## src/rtl/afr_pkg.sv

```systemverilog
// Shared types for the autoranging controller.
// Assumes: two-state sequencing, launch then wait for the engine.
package afr_pkg;
    typedef enum logic [0:0] {
        ST_LAUNCH = 1'b0,
        ST_WAIT   = 1'b1
    } afr_state_t;
endpackage

```

## src/rtl/afr_gate_timer.sv

```systemverilog
// Gate window timer: loads a length and holds gate_o high for that many
// cycles, starting in the cycle after the load edge.
// Assumes: load is only applied while the gate is closed; len_i > 0.
module afr_gate_timer #(
    parameter int GATE_W = 7
) (
    input  logic              clk,
    input  logic              rst_n,
    input  logic              load_i,
    input  logic [GATE_W-1:0] len_i,
    output logic              gate_o
);
    logic [GATE_W-1:0] remain_q;

    // Down-count the open gate window.
    always_ff @(posedge clk) begin
        if (!rst_n)
            remain_q <= '0;
        else if (load_i)
            remain_q <= len_i;
        else if (remain_q != '0)
            remain_q <= remain_q - 1'b1;
    end

    assign gate_o = (remain_q != '0);
endmodule

```

## src/rtl/afr_range_pick.sv

```systemverilog
// Next divide code: a projection-based pick after a probe, or a single
// hysteresis step after a full measurement.
// Assumes: the probe runs at code MAX_CODE with a gate shortened by 2^PROBE_SHIFT.
module afr_range_pick #(
    parameter int CNT_W       = 12,
    parameter int MAX_CODE    = 4,
    parameter int PROBE_SHIFT = 3,
    parameter int CODE_W      = 3
) (
    input  logic              probe_i,
    input  logic [CNT_W-1:0]  count_i,
    input  logic [CODE_W-1:0] cur_code_i,
    output logic [CODE_W-1:0] next_code_o
);
    localparam int PROJ_W = CNT_W + PROBE_SHIFT + MAX_CODE;
    localparam logic [CNT_W-1:0] HI_TH = CNT_W'(7 << (CNT_W - 3));
    localparam logic [CNT_W-1:0] LO_TH = CNT_W'(1 << (CNT_W - 3));
    localparam logic [CODE_W-1:0] TOP  = CODE_W'(MAX_CODE);

    logic [PROJ_W-1:0] proj [MAX_CODE+1];
    logic [CODE_W-1:0] pick;
    logic [CODE_W-1:0] step;

    // Projected full-gate count for each candidate code.
    for (genvar k = 0; k <= MAX_CODE; k++) begin : g_proj
        assign proj[k] = PROJ_W'(count_i) << (PROBE_SHIFT + MAX_CODE - k);
    end

    // Smallest code whose projection stays at or under the upper threshold.
    always_comb begin
        pick = TOP;
        for (int k = MAX_CODE; k >= 0; k--) begin
            if (proj[k] <= PROJ_W'(HI_TH))
                pick = CODE_W'(k);
        end
    end

    // One hysteresis step, clamped at both ends.
    always_comb begin
        step = cur_code_i;
        if (count_i > HI_TH && cur_code_i != TOP)
            step = cur_code_i + 1'b1;
        else if (count_i < LO_TH && cur_code_i != '0)
            step = cur_code_i - 1'b1;
    end

    assign next_code_o = probe_i ? pick : step;
endmodule

```

## src/rtl/afr_scaler.sv

```systemverilog
// Scales a raw count back to undivided units with a left shift by the code.
// Assumes: code never exceeds MAX_CODE, so RES_W holds the result.
module afr_scaler #(
    parameter int CNT_W    = 12,
    parameter int MAX_CODE = 4,
    parameter int CODE_W   = 3,
    parameter int RES_W    = 16
) (
    input  logic [CNT_W-1:0]  count_i,
    input  logic [CODE_W-1:0] code_i,
    output logic [RES_W-1:0]  scaled_o
);
    assign scaled_o = RES_W'(count_i) << code_i;
endmodule

```

## src/rtl/autorange_ctrl.sv

```systemverilog
// Autoranging controller: runs a probe, picks a divide code, launches
// full-gate measurements, scales results and steps the range by hysteresis.
// Assumes: the engine answers each start with one done pulse after the gate closes.
module autorange_ctrl #(
    parameter int CNT_W       = 12,
    parameter int MAX_CODE    = 4,
    parameter int GATE_CYC    = 64,
    parameter int PROBE_SHIFT = 3,
    localparam int CODE_W     = $clog2(MAX_CODE + 1),
    localparam int GATE_W     = $clog2(GATE_CYC + 1),
    localparam int RES_W      = CNT_W + MAX_CODE
) (
    input  logic              clk,
    input  logic              rst_n,
    input  logic              done_i,
    input  logic [CNT_W-1:0]  count_i,
    output logic              start_o,
    output logic              gate_o,
    output logic [GATE_W-1:0] gate_len_o,
    output logic [CODE_W-1:0] div_code_o,
    output logic              res_stb_o,
    output logic [RES_W-1:0]  res_val_o,
    output logic              res_ok_o
);
    import afr_pkg::*;

    localparam logic [GATE_W-1:0] FULL_LEN  = GATE_W'(GATE_CYC);
    localparam logic [GATE_W-1:0] PROBE_LEN = GATE_W'(GATE_CYC >> PROBE_SHIFT);

    afr_state_t        state_q;
    logic              probing_q;
    logic              fresh_q;
    logic [CODE_W-1:0] code_q;
    logic [CODE_W-1:0] next_code;
    logic [RES_W-1:0]  scaled;
    logic              launch;
    logic              accept;

    assign launch     = (state_q == ST_LAUNCH);
    assign accept     = (state_q == ST_WAIT) && done_i && !gate_o;
    assign gate_len_o = probing_q ? PROBE_LEN : FULL_LEN;
    assign div_code_o = code_q;

    afr_gate_timer #(.GATE_W(GATE_W)) timer_i (
        .clk    (clk),
        .rst_n  (rst_n),
        .load_i (launch),
        .len_i  (gate_len_o),
        .gate_o (gate_o)
    );

    afr_range_pick #(
        .CNT_W(CNT_W), .MAX_CODE(MAX_CODE),
        .PROBE_SHIFT(PROBE_SHIFT), .CODE_W(CODE_W)
    ) pick_i (
        .probe_i     (probing_q),
        .count_i     (count_i),
        .cur_code_i  (code_q),
        .next_code_o (next_code)
    );

    afr_scaler #(
        .CNT_W(CNT_W), .MAX_CODE(MAX_CODE), .CODE_W(CODE_W), .RES_W(RES_W)
    ) scale_i (
        .count_i  (count_i),
        .code_i   (code_q),
        .scaled_o (scaled)
    );

    // Sequencing: launch, wait for done, update the range and publish the result.
    always_ff @(posedge clk) begin
        if (!rst_n) begin
            state_q   <= ST_LAUNCH;
            probing_q <= 1'b1;
            fresh_q   <= 1'b1;
            code_q    <= CODE_W'(MAX_CODE);
            start_o   <= 1'b0;
            res_stb_o <= 1'b0;
            res_val_o <= '0;
            res_ok_o  <= 1'b0;
        end else begin
            start_o   <= launch;
            res_stb_o <= 1'b0;
            case (state_q)
                ST_LAUNCH: state_q <= ST_WAIT;
                ST_WAIT: begin
                    if (accept) begin
                        state_q <= ST_LAUNCH;
                        code_q  <= next_code;
                        if (probing_q) begin
                            probing_q <= 1'b0;
                            fresh_q   <= 1'b1;
                        end else begin
                            res_stb_o <= 1'b1;
                            res_val_o <= scaled;
                            res_ok_o  <= !fresh_q;
                            fresh_q   <= (next_code != code_q);
                        end
                    end
                end
                default: state_q <= ST_LAUNCH;
            endcase
        end
    end
endmodule

```

## config.mk

```make
export PLATFORM = sky130hd
export DESIGN_NAME = autorange_ctrl
export DESIGN_NICKNAME = d
export VERILOG_FILES = /design/src/rtl/afr_pkg.sv /design/src/rtl/afr_gate_timer.sv /design/src/rtl/afr_range_pick.sv /design/src/rtl/afr_scaler.sv /design/src/rtl/autorange_ctrl.sv
export SDC_FILE = /design/constraint.sdc
export NUM_CORES = 1
export LEC_CHECK = 0
export CELL_PAD_IN_SITES_DETAIL_PLACEMENT = 0
export CELL_PAD_IN_SITES_GLOBAL_PLACEMENT = 1
export CORE_ASPECT_RATIO = 1.4
export CORE_MARGIN = 5
export CORE_UTILIZATION = 38
export CTS_BUF_LIST = sky130_fd_sc_hd__clkbuf_16
export DETAILED_ROUTE_END_ITERATION = 8
export PLACE_DENSITY_LB_ADDON = 0.1
export SLEW_MARGIN = 0
export SYNTH_ARGS = -nofsm -noshare
export SYNTH_HDL_FRONTEND = slang
export SYNTH_HIERARCHICAL = 1
export SYNTH_SLANG_ARGS = --single-unit
```

## constraint.sdc

```tcl
create_clock -name clk -period 2.5 [get_ports clk]
set_input_delay 0.5 -clock clk [delete_from_list [all_inputs] [get_ports clk]]
set_output_delay 0.5 -clock clk [all_outputs]
set_load 0.01 [all_outputs]
```

Word-level counts from Yosys, hierarchy flattened
Cells that the tools add are included.
- output and inout bits: 30
- word-level logic and storage cells: 49
- register bits: 32
- input port bits: 15
- magnitude comparators: 6
- $add $sub $neg: 3
- equality and inequality tests: 3
- shifts and indexed selects: 1
- reduce and logical (&&, ||, !) cells: 11
- muxes and demuxes: 14
- bitwise operators: 2
- operator list (operator ; number):
    2-to-1 mux 3 bit ; 7
    2-to-1 mux 7 bit ; 3
    <= comparator 19 x 12 -> 1 bit (second input constant) ; 1
    <= comparator 18 x 12 -> 1 bit (second input constant) ; 1
    <= comparator 17 x 12 -> 1 bit (second input constant) ; 1
    <= comparator 16 x 12 -> 1 bit (second input constant) ; 1
    left shift 12 x 3 -> 16 bit ; 1
    > comparator 12 bit (second input constant) ; 1
    less-than comparator 12 x 10 -> 1 bit (second input constant) ; 1
    nonzero test 7 bit ; 1
    subtractor 7 x 1 -> 7 bit (second input constant) ; 1
    AND reduction 3 bit ; 2
    logical AND 1 bit ; 4
    adder 3 x 1 -> 3 bit (second input constant) ; 1
    2-to-1 mux 1 bit ; 3
    inequality test 3 bit ; 1
    inequality test 3 bit (second input constant) ; 1
    nonzero test 3 bit ; 1
    subtractor 3 x 1 -> 3 bit (second input constant) ; 1
    zero test 1 bit ; 2
    inequality test 2 bit (second input constant) ; 1
    inverter 1 bit ; 2
    case mux 1 bit (2 select lines) ; 1
    AND reduction 2 bit ; 1

Depth between registers and ports, before layout
- depth after elaboration: 8
- mapped depth: 10
- mapped depth without buffers: 10

By module
Netlist, hierarchy kept.
- modules (own cells, without submodules) (module ; times used ; seq. area each (µm²) ; cells an instance ; area an instance (µm²)):
    autorange_ctrl ; 1 ; 500.5 ; 111 ; 1011.0
    afr_scaler ; 1 ; 0.0 ; 51 ; 445.4
    afr_gate_timer ; 1 ; 140.1 ; 52 ; 437.9
    afr_range_pick ; 1 ; 0.0 ; 40 ; 280.3

Least setup slack after synthesis
Ideal clock, no wire load.
- path kind: flip-flop to flip-flop
- start: register code_q[0], in the netlist div_code_o[0]
- end: register fresh_q
- stages on the path, launching flop included: 11
- slack: 383 ps
- period minus slack after synthesis: 2117 ps
- arrival time: 1981 ps
- library setup time: 136 ps
- buffers on the path: 0
- required time: 2364 ps
- cell sequence: dfxtp_1 > inv_1 > ha_1 > nand2_1 > nand4_1 > nor2_1 > mux2i_1 > o21ai_0 > xor2_1 > nor4_1 > o211ai_1
- word-level cells in the longest chain between the ends: 7
- elaborated cells on any way between the ends: 11
- classes of those cells: add/sub: 2; eq/ne: 2; mux: 4; reduce/logical: 3
- RTL lines (element ; line ; source):
    from (decl) ; autorange_ctrl.sv:33 ; logic [CODE_W-1:0] code_q;
    from (signal assigned) ; autorange_ctrl.sv:76 ; code_q <= CODE_W'(MAX_CODE);
    from (signal assigned) ; autorange_ctrl.sv:89 ; code_q <= next_code;
    parallel branches: the longest is 3 deep, another holds subtractor 3 x 1 -> 3 bit ; -- ;
    2-to-1 mux 3 bit * ; afr_range_pick.sv:41 ; if (count_i > HI_TH && cur_code_i != TOP)
    2-to-1 mux 3 bit * ; afr_range_pick.sv:47 ; assign next_code_o = probe_i ? pick : step;
    named net next_code[1] ; autorange_ctrl.sv:34 ; logic [CODE_W-1:0] next_code;
    inequality test 3 bit * ; autorange_ctrl.sv:97 ; fresh_q <= (next_code != code_q);
    2-to-1 mux 1 bit * ; autorange_ctrl.sv:90 ; if (probing_q) begin
    to (signal assigned) ; autorange_ctrl.sv:97 ;
    to (decl) ; autorange_ctrl.sv:32 ; logic fresh_q;
Mark *: on every way through the listed nets, which the timed path passes.
A chain may end at the register's enable or synchronous reset.

Worst setup path after layout
- start: register timer_i.remain_q[0]
- end: output port gate_o
- word-level cells in the longest chain between the ends: 1
- RTL lines (element ; line ; source):
    from (decl) ; afr_gate_timer.sv:13 ; logic [GATE_W-1:0] remain_q;
    from (signal assigned) ; afr_gate_timer.sv:20 ; remain_q <= len_i;
    from (signal assigned) ; afr_gate_timer.sv:22 ; remain_q <= remain_q - 1'b1;
    nonzero test 7 bit ; afr_gate_timer.sv:25 ; assign gate_o = (remain_q != '0);
    to (decl) ; autorange_ctrl.sv:18 ; output logic gate_o,
Every way passes these cells.

==> impl_metrics.tcl <==
set metrics [dict create \
    status "complete, no violations" \
    drtIter0Drc 67 \
    hp-class "reg2reg" \
    dominantRegCellSynth "dfxtp_1" \
    cts-root-buf "clkbuf_16" \
    fmax_mhz 425.4 \
    synth-async-reset-ratio 0 \
    mostFrequentLayoutCells "nand2_1 (43), clkdlybuf4s50_1 (36), dfxtp_1 (32)" \
    drv_cap 0 \
    wl_um 4991 \
    grt_max_degree 38 \
    viasPerCell 5.029 \
    yosys_warnings 6 \
    num_io_pins 45 \
    hold_viol_final 0 \
    placeableCoreArea_sq_um 5525 \
    ir_worst_vdd_v 0.0003108 \
    die-area_sq_um 7357 \
    finClkSkew_ps 2.302 \
    synthCells 254 \
    synth_seq_cells 32 \
    critPathRequiredTime_ps 2000 \
    grt_overflow 0 \
    post-route-period-util 0.9404 \
    cts_sinks 32 \
    die_w_um 73.94 \
    hold_ws_ps 450.0 \
    ctsHoldBuffers 0 \
    power_mw 1.396 \
    synth_area_per_cell_sq_um 8.561 \
    cts_tree "built" \
    cp-end-kind "output port" \
    die_h_um 99.51 \
    cts_setup_buffers 0 \
    powerDensity_nw_per_um2 484.7 \
    path_max_fanout 6 \
    num-nets-final 332 \
    cts_buffer_depth 2 \
    port_buffers 39 \
    clk_pin_slew_ps 50 \
    synth_edf_count 0 \
    num_rows 32 \
    antenna_found_initial 0 \
    vias 1916 \
    place_congestion 0.8170 \
    syn_to_final_growth_pct 32.45 \
    cts_inserted_buffers 5 \
    first_global_vias 1795 \
    final_common_cell "nand2_1" \
    report.final.slew_viol_count 0 \
    start_util 0.3936 \
    critPathArrivalTime_ps 1850 \
    drc_errors 0 \
    synth.distinct_cells 51 \
    seq_area_frac_synth 0.2946 \
    routedWlPerCell_um 13.10 \
    dr.pass1.iters 4 \
    finalCriticalPeriod_ps 2351 \
    grt_pass1_wl_um 8335 \
    crit_type "reg2out" \
    diodes 0 \
    globalRouteTotalUtil 0.1417 \
    clk_latency_ps 270 \
    drive_gt1_frac 0.1470 \
    cp-start-kind "register" \
    htree_levels 2 \
    setup_viol 0 \
    dpl.hpwl_um 3804 \
    synth_area_sq_um 2175 \
    p_leak_nw 1.137 \
    worstMarginPinSlew_ps 542.4 \
    detail-route-antenna-nets 0 \
    slew_headroom 0.6379 \
]
## critical path, cell delays in order (launching register included)
cell,delay [ps]
dfxtp_1,360
inv_1,100
ha_1,210
or2b_4,240
nand2b_1,130
clkdlybuf4s50_1,530
## path summary, 6_finish.rpt
kind	from	end	slack, ps	depth (start not counted)
hold / removal	res_val_o[10]$_SDFFE_PN0P_	res_val_o[10]$_SDFFE_PN0P_	450	2
hold reg to reg	res_val_o[10]$_SDFFE_PN0P_	res_val_o[10]$_SDFFE_PN0P_	450	2
setup / recovery	timer_i/remain_q[0]$_SDFFE_PN0P_	gate_o	150	5
setup reg to reg	div_code_o[0]$_SDFFE_PN0P_	fresh_q$_SDFFE_PN1P_	420	10
## state kept, by name (all words and copies together), names as in the netlist
signal	cells
res_val_o	16
timer_i/remain_q	7
div_code_o	3
fresh_q	1
probing_q	1
res_ok_o	1
res_stb_o	1
start_o	1
state_q	1
## kinds of logic after synthesis
kind of cell | Yosys count | synth area share
other | 1 | 0.001724
and+or+nand+nor | 94 | 0.2215
adders and majority gates | 5 | 0.02877
buffers and inverters | 29 | 0.08342
AOI/OAI and AO/OA | 51 | 0.1703
DFF | 32 | 0.2946
xor gates and xnor gates | 8 | 0.03222
muxes | 34 | 0.1674
## cell type report
class,instances,area (sq um)
fill,552,2645
multi-input combinational,202,1418
sequential,32,640.6
timing repair buffer,61,563.0
clock buffer,5,125.1
tap,68,85.08
inverter,10,37.54
clock inverter,3,11.26
## stage by stage
step / worst slack, ps / TNS, ps / instances / utilization / instance area [sq um]
after global placement: -112.3 / -112.3 / 373 / 0.4896 / 2705
after CTS: 54.43 / 0 / 381 / 0.5143 / 2841
after floorplan: 382.9 / 0 / 263 / - / 2208
after detailed placement: -164.6 / -164.6 / 373 / 0.4896 / 2705
after global routing: -18.11 / -18.11 / 381 / 0.5213 / 2880
final: 149.1 / 0 / 381 / 0.5213 / 2880
## layer usage
metal	global-route usage	up-vias	routed length [um]
met4	0.05997	0	108
met3	0.02326	8	174
met5	0	-	0
met2	0.2350	38	2411
met1	0.1776	870	2296
li1	-	1000	-
## cells in the mapped netlist, types with 2 or more instances
master | n | area share
nor4_1 | 4 | 0.012
o21ai_0 | 9 | 0.021
nor3_1 | 6 | 0.014
nand4_1 | 2 | 0.0058
o211ai_1 | 6 | 0.021
mux2i_1 | 24 | 0.11
buf_8 | 2 | 0.014
and2_1 | 2 | 0.0058
nand2_1 | 43 | 0.074
dfxtp_1 | 32 | 0.29
nand3_1 | 8 | 0.018
nor2_1 | 10 | 0.017
xor2_1 | 5 | 0.020
xnor2_1 | 3 | 0.012
and4b_1 | 2 | 0.0092
nand2b_1 | 5 | 0.014
a21oi_1 | 3 | 0.0069
a21boi_0 | 8 | 0.028
inv_1 | 9 | 0.016
mux2_4 | 3 | 0.021
a21boi_1 | 10 | 0.035
ha_1 | 5 | 0.029
clkbuf_1 | 4 | 0.0069
buf_4 | 9 | 0.031
o21ai_1 | 2 | 0.0046
mux2_2 | 7 | 0.036
buf_6 | 2 | 0.010
o22ai_1 | 3 | 0.0086
nor2b_1 | 4 | 0.012
## power breakdown
group,total (mW),leakage [nW],internal [mW],switching (mW)
clock network,0.552,0.0738,0.357,0.195
logic,0.285,0.803,0.145,0.139
registers,0.560,0.260,0.533,0.0267
total,1.40,1.14,1.04,0.360
## what timing repair did
item / in CTS / in global routing
gates resized for setup: 0 / 9
endpoints found under the hold margin: 0 / 0
endpoints found under the setup margin: 0 / 2
(Power assumes the default switching activity.)
